==> src/rtl/swire_pkg.sv <==
package swire_pkg;

    localparam int DATA_W = 32;
    localparam int HDR_W  = 8;
    localparam int ACK_W  = 3;

    typedef enum logic [2:0] {
        ST_OK     = 3'd0,
        ST_WAIT   = 3'd1,
        ST_FAULT  = 3'd2,
        ST_NORESP = 3'd3,
        ST_PROTO  = 3'd4,
        ST_PARITY = 3'd5
    } xfer_status_e;

    typedef enum logic [3:0] {
        PH_IDLE,
        PH_REQ,
        PH_TRN_A,
        PH_ACK,
        PH_TRN_W,
        PH_WDATA,
        PH_WPAR,
        PH_RDATA,
        PH_RPAR,
        PH_TRN_R,
        PH_TRN_E,
        PH_PAD
    } phase_e;

    typedef struct packed {
        logic              ap;
        logic [1:0]        addr;   // {A3, A2}
        logic [DATA_W-1:0] wdata;
    } xfer_req_t;

    // Header bits, index 0 leaves the block first.
    function automatic logic [HDR_W-1:0] build_header(input xfer_req_t r, input logic rd);
        logic par;
        par = r.ap ^ rd ^ r.addr[0] ^ r.addr[1];
        return {1'b1, 1'b0, par, r.addr[1], r.addr[0], rd, r.ap, 1'b1};
    endfunction

    // a[0] is the bit sampled first.
    function automatic xfer_status_e decode_ack(input logic [ACK_W-1:0] a);
        case (a)
            3'b001:  return ST_OK;
            3'b010:  return ST_WAIT;
            3'b100:  return ST_FAULT;
            3'b111:  return ST_NORESP;
            default: return ST_PROTO;
        endcase
    endfunction

endpackage

==> src/rtl/swire_clkgen.sv <==
module swire_clkgen #(
    parameter int DIV_HALF = 2
) (
    input  logic clk,
    input  logic rst,
    input  logic run,
    output logic swclk,
    output logic rise_tick,
    output logic fall_tick
);
    localparam int CW = (DIV_HALF > 1) ? $clog2(DIV_HALF) : 1;
    localparam logic [CW-1:0] LAST = CW'(DIV_HALF - 1);

    logic [CW-1:0] cnt_q;
    logic          edge_w;

    assign edge_w    = run && (cnt_q == LAST);
    assign rise_tick = edge_w && !swclk;
    assign fall_tick = edge_w && swclk;

    always_ff @(posedge clk) begin
        if (rst || !run) begin
            cnt_q <= '0;
            swclk <= 1'b0;
        end else if (edge_w) begin
            cnt_q <= '0;
            swclk <= ~swclk;
        end else begin
            cnt_q <= cnt_q + CW'(1);
        end
    end

    AST_CLK_PARKED_LOW: assert property (@(posedge clk) disable iff (rst)
        !run |=> !swclk);

endmodule

==> src/rtl/swire_sequencer.sv <==
module swire_sequencer
    import swire_pkg::*;
#(
    parameter int IDLE_W = 8,
    parameter int CNT_W  = 8
) (
    input  logic              clk,
    input  logic              rst,
    input  logic              start,
    input  logic              req_rd,
    input  logic [IDLE_W-1:0] req_idle,
    input  logic              fall_tick,
    input  logic              ack_ok,
    output phase_e            phase_q,
    output phase_e            phase_d,
    output logic [4:0]        bidx_q,
    output logic [4:0]        bidx_d,
    output logic              xfer_rd,
    output logic              load,
    output logic              step,
    output logic              fin,
    output logic              busy,
    output logic              done
);
    localparam logic [CNT_W-1:0] HDR_LAST  = CNT_W'(HDR_W - 1);
    localparam logic [CNT_W-1:0] ACK_LAST  = CNT_W'(ACK_W - 1);
    localparam logic [CNT_W-1:0] DATA_LAST = CNT_W'(DATA_W - 1);
    localparam int PW = CNT_W + 1;

    logic [CNT_W-1:0]  cnt_q, cnt_d;
    logic [IDLE_W-1:0] idle_q;
    logic              adv;
    logic              pad_last;
    phase_e            tail_ph;

    assign busy     = (phase_q != PH_IDLE);
    assign load     = start && !busy;
    assign adv      = fall_tick && busy;
    assign step     = load || adv;
    assign fin      = adv && (phase_d == PH_IDLE);
    assign bidx_q   = cnt_q[4:0];
    assign bidx_d   = cnt_d[4:0];
    assign pad_last = ((PW'(cnt_q) + PW'(1)) == PW'(idle_q));
    assign tail_ph  = (idle_q == '0) ? PH_IDLE : PH_PAD;

    always_comb begin
        phase_d = phase_q;
        cnt_d   = cnt_q;
        if (load) begin
            phase_d = PH_REQ;
            cnt_d   = '0;
        end else if (adv) begin
            cnt_d = cnt_q + CNT_W'(1);
            case (phase_q)
                PH_REQ: if (cnt_q == HDR_LAST) begin
                    phase_d = PH_TRN_A;
                    cnt_d   = '0;
                end
                PH_TRN_A: begin
                    phase_d = PH_ACK;
                    cnt_d   = '0;
                end
                PH_ACK: if (cnt_q == ACK_LAST) begin
                    cnt_d   = '0;
                    phase_d = !ack_ok ? PH_TRN_E : (xfer_rd ? PH_RDATA : PH_TRN_W);
                end
                PH_TRN_W: begin
                    phase_d = PH_WDATA;
                    cnt_d   = '0;
                end
                PH_WDATA: if (cnt_q == DATA_LAST) begin
                    phase_d = PH_WPAR;
                    cnt_d   = '0;
                end
                PH_RDATA: if (cnt_q == DATA_LAST) begin
                    phase_d = PH_RPAR;
                    cnt_d   = '0;
                end
                PH_RPAR: begin
                    phase_d = PH_TRN_R;
                    cnt_d   = '0;
                end
                PH_WPAR, PH_TRN_R, PH_TRN_E: begin
                    phase_d = tail_ph;
                    cnt_d   = '0;
                end
                PH_PAD: if (pad_last) begin
                    phase_d = PH_IDLE;
                    cnt_d   = '0;
                end
                default: begin
                    phase_d = PH_IDLE;
                    cnt_d   = '0;
                end
            endcase
        end
    end

    always_ff @(posedge clk) begin
        if (rst) begin
            phase_q <= PH_IDLE;
            cnt_q   <= '0;
            xfer_rd <= 1'b0;
            idle_q  <= '0;
            done    <= 1'b0;
        end else begin
            phase_q <= phase_d;
            cnt_q   <= cnt_d;
            done    <= fin;
            if (load) begin
                xfer_rd <= req_rd;
                idle_q  <= req_idle;
            end
        end
    end

    AST_DONE_PULSE: assert property (@(posedge clk) disable iff (rst)
        done |=> !done);

    AST_NO_RESTART: assert property (@(posedge clk) disable iff (rst)
        (phase_q != PH_IDLE && phase_q != PH_REQ) |=> (phase_q != PH_REQ));

    AST_SHORT_PATH: assert property (@(posedge clk) disable iff (rst)
        (phase_q == PH_TRN_E) |=> (phase_q inside {PH_TRN_E, PH_PAD, PH_IDLE}));

endmodule

==> src/rtl/swire_datapath.sv <==
module swire_datapath
    import swire_pkg::*;
(
    input  logic               clk,
    input  logic               rst,
    input  logic               load,
    input  logic               step,
    input  logic               fin,
    input  logic               rise_tick,
    input  xfer_req_t          req,
    input  logic               req_rd,
    input  logic               xfer_rd,
    input  phase_e             phase_q,
    input  phase_e             phase_d,
    input  logic [4:0]         bidx_q,
    input  logic [4:0]         bidx_d,
    input  logic               line_in,
    output logic               line_out,
    output logic               line_oe,
    output logic               ack_ok,
    output xfer_status_e       status,
    output logic [DATA_W-1:0]  rdata
);
    logic [HDR_W-1:0]  hdr_now, hdr_q;
    logic [DATA_W-1:0] wdata_q, rsh_q;
    logic [ACK_W-1:0]  ack_q;
    logic              rpar_q;
    xfer_status_e      st_q;
    logic              drv_oe, drv_bit;

    assign hdr_now = build_header(req, req_rd);
    assign ack_ok  = (decode_ack(ack_q) == ST_OK);

    // Line state for the slot that opens at this step.
    always_comb begin
        drv_oe  = 1'b0;
        drv_bit = 1'b0;
        if (load) begin
            drv_oe  = 1'b1;
            drv_bit = hdr_now[0];
        end else begin
            case (phase_d)
                PH_REQ: begin
                    drv_oe  = 1'b1;
                    drv_bit = hdr_q[bidx_d[2:0]];
                end
                PH_WDATA: begin
                    drv_oe  = 1'b1;
                    drv_bit = wdata_q[bidx_d];
                end
                PH_WPAR: begin
                    drv_oe  = 1'b1;
                    drv_bit = ^wdata_q;
                end
                PH_IDLE, PH_PAD: begin
                    drv_oe  = 1'b1;
                    drv_bit = 1'b0;
                end
                default: begin
                    drv_oe  = 1'b0;
                    drv_bit = 1'b0;
                end
            endcase
        end
    end

    always_ff @(posedge clk) begin
        if (rst) begin
            hdr_q    <= '0;
            wdata_q  <= '0;
            rsh_q    <= '0;
            ack_q    <= '0;
            rpar_q   <= 1'b0;
            st_q     <= ST_OK;
            line_oe  <= 1'b1;
            line_out <= 1'b0;
            status   <= ST_OK;
            rdata    <= '0;
        end else begin
            if (load) begin
                hdr_q   <= hdr_now;
                wdata_q <= req.wdata;
                ack_q   <= '0;
                st_q    <= ST_OK;
            end
            if (rise_tick) begin
                case (phase_q)
                    PH_ACK: case (bidx_q[1:0])
                        2'd0:    ack_q[0] <= line_in;
                        2'd1:    ack_q[1] <= line_in;
                        default: ack_q[2] <= line_in;
                    endcase
                    PH_RDATA: rsh_q[bidx_q] <= line_in;
                    PH_RPAR:  rpar_q <= line_in;
                    default: ;
                endcase
            end
            if (step) begin
                line_oe  <= drv_oe;
                line_out <= drv_bit;
                if (phase_q == PH_ACK && phase_d != PH_ACK)
                    st_q <= decode_ack(ack_q);
                if (phase_q == PH_RPAR && ((^rsh_q) != rpar_q))
                    st_q <= ST_PARITY;
            end
            if (fin) begin
                status <= st_q;
                if (xfer_rd && st_q == ST_OK)
                    rdata <= rsh_q;
            end
        end
    end

    AST_TRN_RELEASE: assert property (@(posedge clk) disable iff (rst)
        (phase_q inside {PH_TRN_A, PH_ACK}) |-> !line_oe);

    AST_READ_RELEASE: assert property (@(posedge clk) disable iff (rst)
        (phase_q inside {PH_RDATA, PH_RPAR, PH_TRN_R}) |-> !line_oe);

    AST_PAD_LOW: assert property (@(posedge clk) disable iff (rst)
        (phase_q == PH_PAD) |-> (line_oe && !line_out));

endmodule

==> src/rtl/swire_xfer_engine.sv <==
module swire_xfer_engine
    import swire_pkg::*;
#(
    parameter int DIV_HALF = 2,
    parameter int IDLE_W   = 8
) (
    input  logic              clk,
    input  logic              rst,
    input  logic              start,
    input  logic              req_ap,
    input  logic              req_rd,
    input  logic [1:0]        req_addr,
    input  logic [31:0]       req_wdata,
    input  logic [IDLE_W-1:0] req_idle,
    output logic              busy,
    output logic              done,
    output logic [2:0]        status,
    output logic [31:0]       rdata,
    output logic              line_clk,
    output logic              line_out,
    output logic              line_oe,
    input  logic              line_in
);
    localparam int CNT_W = (IDLE_W > 5) ? IDLE_W : 5;

    xfer_req_t    req_w;
    phase_e       phase_q, phase_d;
    logic [4:0]   bidx_q, bidx_d;
    logic         xfer_rd, load, step, fin, ack_ok;
    logic         rise_tick, fall_tick;
    xfer_status_e status_w;

    assign req_w  = '{ap: req_ap, addr: req_addr, wdata: req_wdata};
    assign status = status_w;

    swire_clkgen #(.DIV_HALF(DIV_HALF)) u_clkgen (
        .clk       (clk),
        .rst       (rst),
        .run       (busy),
        .swclk     (line_clk),
        .rise_tick (rise_tick),
        .fall_tick (fall_tick)
    );

    swire_sequencer #(.IDLE_W(IDLE_W), .CNT_W(CNT_W)) u_seq (
        .clk       (clk),
        .rst       (rst),
        .start     (start),
        .req_rd    (req_rd),
        .req_idle  (req_idle),
        .fall_tick (fall_tick),
        .ack_ok    (ack_ok),
        .phase_q   (phase_q),
        .phase_d   (phase_d),
        .bidx_q    (bidx_q),
        .bidx_d    (bidx_d),
        .xfer_rd   (xfer_rd),
        .load      (load),
        .step      (step),
        .fin       (fin),
        .busy      (busy),
        .done      (done)
    );

    swire_datapath u_dp (
        .clk       (clk),
        .rst       (rst),
        .load      (load),
        .step      (step),
        .fin       (fin),
        .rise_tick (rise_tick),
        .req       (req_w),
        .req_rd    (req_rd),
        .xfer_rd   (xfer_rd),
        .phase_q   (phase_q),
        .phase_d   (phase_d),
        .bidx_q    (bidx_q),
        .bidx_d    (bidx_d),
        .line_in   (line_in),
        .line_out  (line_out),
        .line_oe   (line_oe),
        .ack_ok    (ack_ok),
        .status    (status_w),
        .rdata     (rdata)
    );

    AST_LINE_HOLD: assert property (@(posedge clk) disable iff (rst)
        (line_clk && $past(line_clk)) |-> ($stable(line_out) && $stable(line_oe)));

    AST_STATUS_LEGAL: assert property (@(posedge clk) disable iff (rst)
        done |-> (status <= 3'd5));

endmodule

==> config.mk <==
export PLATFORM = sky130hd
export DESIGN_NAME = swire_xfer_engine
export DESIGN_NICKNAME = d
export VERILOG_FILES = /design/src/rtl/swire_pkg.sv /design/src/rtl/swire_clkgen.sv /design/src/rtl/swire_sequencer.sv /design/src/rtl/swire_datapath.sv /design/src/rtl/swire_xfer_engine.sv
export SDC_FILE = /design/constraint.sdc
export NUM_CORES = 1
export LEC_CHECK = 0
export ABC_AREA = 1
export CAP_MARGIN = 10
export CORE_MARGIN = 2
export CORE_UTILIZATION = 50
export DETAILED_ROUTE_END_ITERATION = 12
export DONT_BUFFER_PORTS = 1
export PLACE_DENSITY = 0.77
export SLEW_MARGIN = 40
export SYNTH_ARGS = -nofsm -noshare
export SYNTH_HDL_FRONTEND = slang
export SYNTH_SLANG_ARGS = --single-unit
==> constraint.sdc <==
create_clock -name clk -period 3.65 [get_ports clk]
set_clock_uncertainty 0.15 [all_clocks]
set_input_delay 0.1825 -clock clk [delete_from_list [all_inputs] [get_ports clk]]
set_output_delay 0.1825 -clock clk [all_outputs]
set_load 0.01 [all_outputs]
==> flow_results.xml <==
<?xml version="1.0" encoding="UTF-8"?>
<metrics>
  <group name="run_status">
    <metric name="outcome" unit="">complete, no violations</metric>
  </group>
  <group name="route">
    <metric name="ant_nets" unit="">0</metric>
    <metric name="drt-initial-drc-count" unit="">437</metric>
    <metric name="postRouteWirelength" unit="um">17300</metric>
    <metric name="vias_per_cell" unit="">5.43</metric>
    <metric name="detailroute.via_count" unit="">6310</metric>
    <metric name="drc_errors" unit="">0</metric>
    <metric name="dr_pass1_iterations" unit="">5</metric>
    <metric name="average_wire_per_cell_in_the_routed_design" unit="um">14.8</metric>
  </group>
  <group name="place">
    <metric name="detailedPlacementHpwl" unit="um">11600</metric>
    <metric name="post_dp_cell_area" unit="mm^2">0.00695</metric>
    <metric name="routabilityCongestion" unit="">0.959</metric>
    <metric name="dp_slack" unit="ns">0.244</metric>
    <metric name="port-buffer-count" unit="">0</metric>
  </group>
  <group name="global_routing">
    <metric name="grt_max_degree" unit="">91</metric>
    <metric name="grt_util_all_layers" unit="%">24.6</metric>
    <metric name="grt_pass1_vias" unit="">5915</metric>
    <metric name="grt_pass1_wl" unit="um">28500</metric>
    <metric name="number_of_antenna_violations_at_the_first_check_in_global_routing" unit="">0</metric>
    <metric name="grt-ovfl-total" unit="">0</metric>
  </group>
  <group name="setup_path">
    <metric name="worst-r2r-setup-slack" unit="ns">0.32</metric>
    <metric name="startpoint_type" unit="">register</metric>
    <metric name="cp_data_required_time" unit="ns">3.81</metric>
    <metric name="endpoint_arrival_time_on_the_critical_path" unit="ns">3.49</metric>
    <metric name="end_kind" unit="">register</metric>
    <metric name="critPathMaxFanout" unit="">20</metric>
    <metric name="crit_chain" unit="">inv_2 &gt; nor2_2 &gt; nand2_1 &gt; nand2_1 &gt; nor2_1 &gt; nor2_1 &gt; nand2_1 &gt; nor2_1 &gt; nand2_1 &gt; nand2_4 &gt; nand3_1 &gt; nand2_1 &gt; o21ai_2 &gt; inv_2 &gt; nand2_1 &gt; nor3_4 &gt; nand2_2 &gt; nor2_4 &gt; nand2_4 &gt; buf_6 &gt; o21ai_1 &gt; nor2_1</metric>
    <metric name="startpoint" unit="">u_seq.cnt_q[2]</metric>
    <metric name="cp_common_cell" unit="">nand2_1</metric>
    <metric name="crit_path_top_delay_cell" unit="">dfxtp_1</metric>
    <metric name="critical-path-max-stage-delay" unit="ns">0.45</metric>
    <metric name="r2r-start" unit="">u_seq.cnt_q[2]</metric>
    <metric name="crit_family" unit="">simple AND/OR/NAND/NOR gates</metric>
    <metric name="cp.buffers_inverters" unit="">3</metric>
    <metric name="timing_worst_setup_path_type" unit="">reg2reg</metric>
  </group>
  <group name="timing">
    <metric name="tightest_slew" unit="ns">0.767</metric>
    <metric name="finalCriticalPeriod" unit="ns">3.33</metric>
    <metric name="max_slew_margin" unit="%">48.8</metric>
    <metric name="fmaxAchievable" unit="GHz">0.301</metric>
    <metric name="timing_hold_violations_final" unit="">0</metric>
    <metric name="tns" unit="ns">0</metric>
    <metric name="min_period_over_period" unit="%">91.1</metric>
    <metric name="rsz0062_at_grt" unit="">false</metric>
    <metric name="setup_violations" unit="">0</metric>
    <metric name="timing_max_transition_violations_final" unit="">0</metric>
    <metric name="final_critical_path_setup_slack" unit="ns">0.324</metric>
  </group>
  <group name="cells_and_area">
    <metric name="syn2layout_area_growth" unit="%">17.9</metric>
    <metric name="n_fill_cell" unit="">1198</metric>
    <metric name="layout.nets" unit="">1026</metric>
    <metric name="multi_input_comb_area" unit="mm^2">0.00349</metric>
    <metric name="final_layout_size_suffix_gt1_share" unit="%">7.19</metric>
    <metric name="antenna_cells" unit="">0</metric>
    <metric name="final_cell_area" unit="mm^2">0.00806</metric>
    <metric name="final_util" unit="%">60.6</metric>
    <metric name="flip_flop_and_latch_area" unit="mm^2">0.00275</metric>
  </group>
  <group name="power">
    <metric name="p_per_area" unit="mW/mm^2">460</metric>
    <metric name="tot_pwr" unit="uW">3700</metric>
    <metric name="cellLeakagePower" unit="uW">0.00315</metric>
    <metric name="ir_drop" unit="uV">301</metric>
  </group>
  <group name="logic_synthesis">
    <metric name="synth_common_cells" unit="">dfxtp_1, nor2_1, inv_1</metric>
    <metric name="mappedNetlistNets" unit="">986</metric>
    <metric name="synth_seq_cells" unit="">137</metric>
    <metric name="yosys-top-cells-area" unit="">dfxtp_1, xnor2_1, a21oi_1, nor2_1, nand3_1</metric>
    <metric name="synthDominantAreaCellType" unit="">dfxtp_1</metric>
    <metric name="synth_enable_flop_cells" unit="">0</metric>
    <metric name="mean_instance_size_in_the_synthesized_netlist" unit="um^2">7.32</metric>
    <metric name="ys_async_sr_fraction" unit="%">0</metric>
    <metric name="post-synth-top-count-cell" unit="">dfxtp_1</metric>
    <metric name="synthFlopType" unit="">dfxtp_1</metric>
    <metric name="synth-seq-area-share" unit="%">40.1</metric>
    <metric name="fraction_of_synthesized_cell_area_taken_by_the_top_area_cell_type" unit="%">40.1</metric>
    <metric name="netlist-cell-type-count" unit="">44</metric>
    <metric name="synth_warnings" unit="">0</metric>
    <metric name="syn-instance-count" unit="">934</metric>
    <metric name="synth_area" unit="mm^2">0.00683</metric>
  </group>
  <group name="clock_network">
    <metric name="clkSlewWorstSetupHoldPaths" unit="ns">0.06</metric>
    <metric name="clk_root_buffer_cell" unit="">clkbuf_16</metric>
    <metric name="insertion_delay" unit="ns">0.43</metric>
    <metric name="cts_htree_levels" unit="">4</metric>
    <metric name="clock-sinks" unit="">137</metric>
    <metric name="tritoncts" unit="">yes</metric>
    <metric name="cts_made_buffers" unit="">17</metric>
    <metric name="clockBufferDepth" unit="">2</metric>
  </group>
  <group name="worst_hold_path">
    <metric name="hp-class" unit="">in2reg</metric>
    <metric name="min_from" unit="">line_in</metric>
  </group>
  <group name="floorplan">
    <metric name="floorplan.die_area" unit="mm^2">0.0146</metric>
    <metric name="die_w" unit="um">121</metric>
    <metric name="fp-row-count" unit="">42</metric>
    <metric name="io_pins" unit="">88</metric>
    <metric name="initial_core_util" unit="%">51.4</metric>
    <metric name="core_area" unit="mm^2">0.0133</metric>
    <metric name="die_height" unit="um">121</metric>
  </group>
  <group name="job">
    <metric name="max_cap_viol_count" unit="">0</metric>
  </group>
</metrics>
-- power by group --
part           total [uW]  internal [uW]  switching (uW)
sequential           1590           1550            37.7
combinational         425            194             231
clock                1690           1040             649
total                3700           2790             918
-- flip-flops by register name, summed over array words and instances, names as in the netlist --
| register | flops |
|---|---|
| u_clkgen.cnt_q | 1 |
| u_clkgen.swclk | 1 |
| u_dp.ack_q | 3 |
| u_dp.hdr_q | 6 |
| u_dp.line_oe | 1 |
| u_dp.line_out | 1 |
| u_dp.rdata | 32 |
| u_dp.rpar_q | 1 |
| u_dp.rsh_q | 32 |
| u_dp.st_q | 3 |
| u_dp.status | 3 |
| u_dp.wdata_q | 32 |
| u_seq.cnt_q | 8 |
| u_seq.done | 1 |
| u_seq.idle_q | 8 |
| u_seq.phase_q | 4 |
-- layout make-up --
| class | instances | share of cell area (%) |
|---|---|---|
| Timing Repair Buffer | 64 | 7.65 |
| Clock buffer | 23 | 5.81 |
| Clock inverter | 9 | 1.41 |
| Inverter | 107 | 5.08 |
| Tap cell | 176 | 2.73 |
| Sequential cell | 137 | 34.1 |
| Multi-Input combinational cell | 647 | 43.3 |
-- through the flow --
step	std cells	hold slack (ns)
after floorplan	934	0.226
final	1163	0.0951
after CTS	1162	0.0752
after global placement	1081	0.112
after global routing	1163	0.114
after detailed placement	1081	0.114
-- logic make-up (layout without fill, tap and decap cells) --
logic type               count (synthesis)  after routing  share of synthesized area, %
AO/OA/AOI/OAI                          238            238                          19.3
adder cells (fa/ha/maj)                  4              4                         0.732
AND/OR/NAND/NOR                        338            338                          22.2
XOR/XNOR                                67             67                          8.59
flip-flops                             137            137                          40.1
buffers and inverters                  150            203                          8.99
-- routing by layer --
layer	vias up	share of wire (%)	track usage [%]	wire length, um
met5	-	0	0	0
met2	193	48	41.2	8350
li1	3197	-	-	-
met4	0	2.2	9.88	381
met1	2882	44	30.4	7640
met3	38	5.1	5.97	888
-- layout by cell type, fill, tap and decap left out, types with 3 or more instances in the layout --
master,n
clkinv_2,3
o211ai_1,3
dlygate4sd3_1,48
o21ai_0,74
nand4_1,6
clkbuf_1,4
nand2_4,4
clkbuf_16,17
nand2_1,93
o22ai_1,3
a211oi_1,3
nor4_1,4
nand3_1,83
inv_1,97
inv_2,5
buf_4,14
xor2_1,14
a311oi_1,20
nor2_1,122
o21ai_1,33
ha_1,4
xnor2_1,53
nor3_1,13
a31oi_1,3
dfxtp_1,135
clkinvlp_4,3
a21oi_1,92
-- timing repair --
action                                  CTS  global route
hold buffers                             49             0
buffers inserted                          0             1
gates resized for setup                   0             5
endpoints found under the setup margin    0            33
hold endpoints to repair                 83             0
-- path summary, 6_finish.rpt --
check	depth (start not counted)	endpoint
min reg2reg	1	u_clkgen.cnt_q
max	22	u_dp.rdata[22]
max reg2reg	22	u_dp.rdata[22]
min	2	u_dp.rsh_q[27]
(Power assumes the default switching activity.)
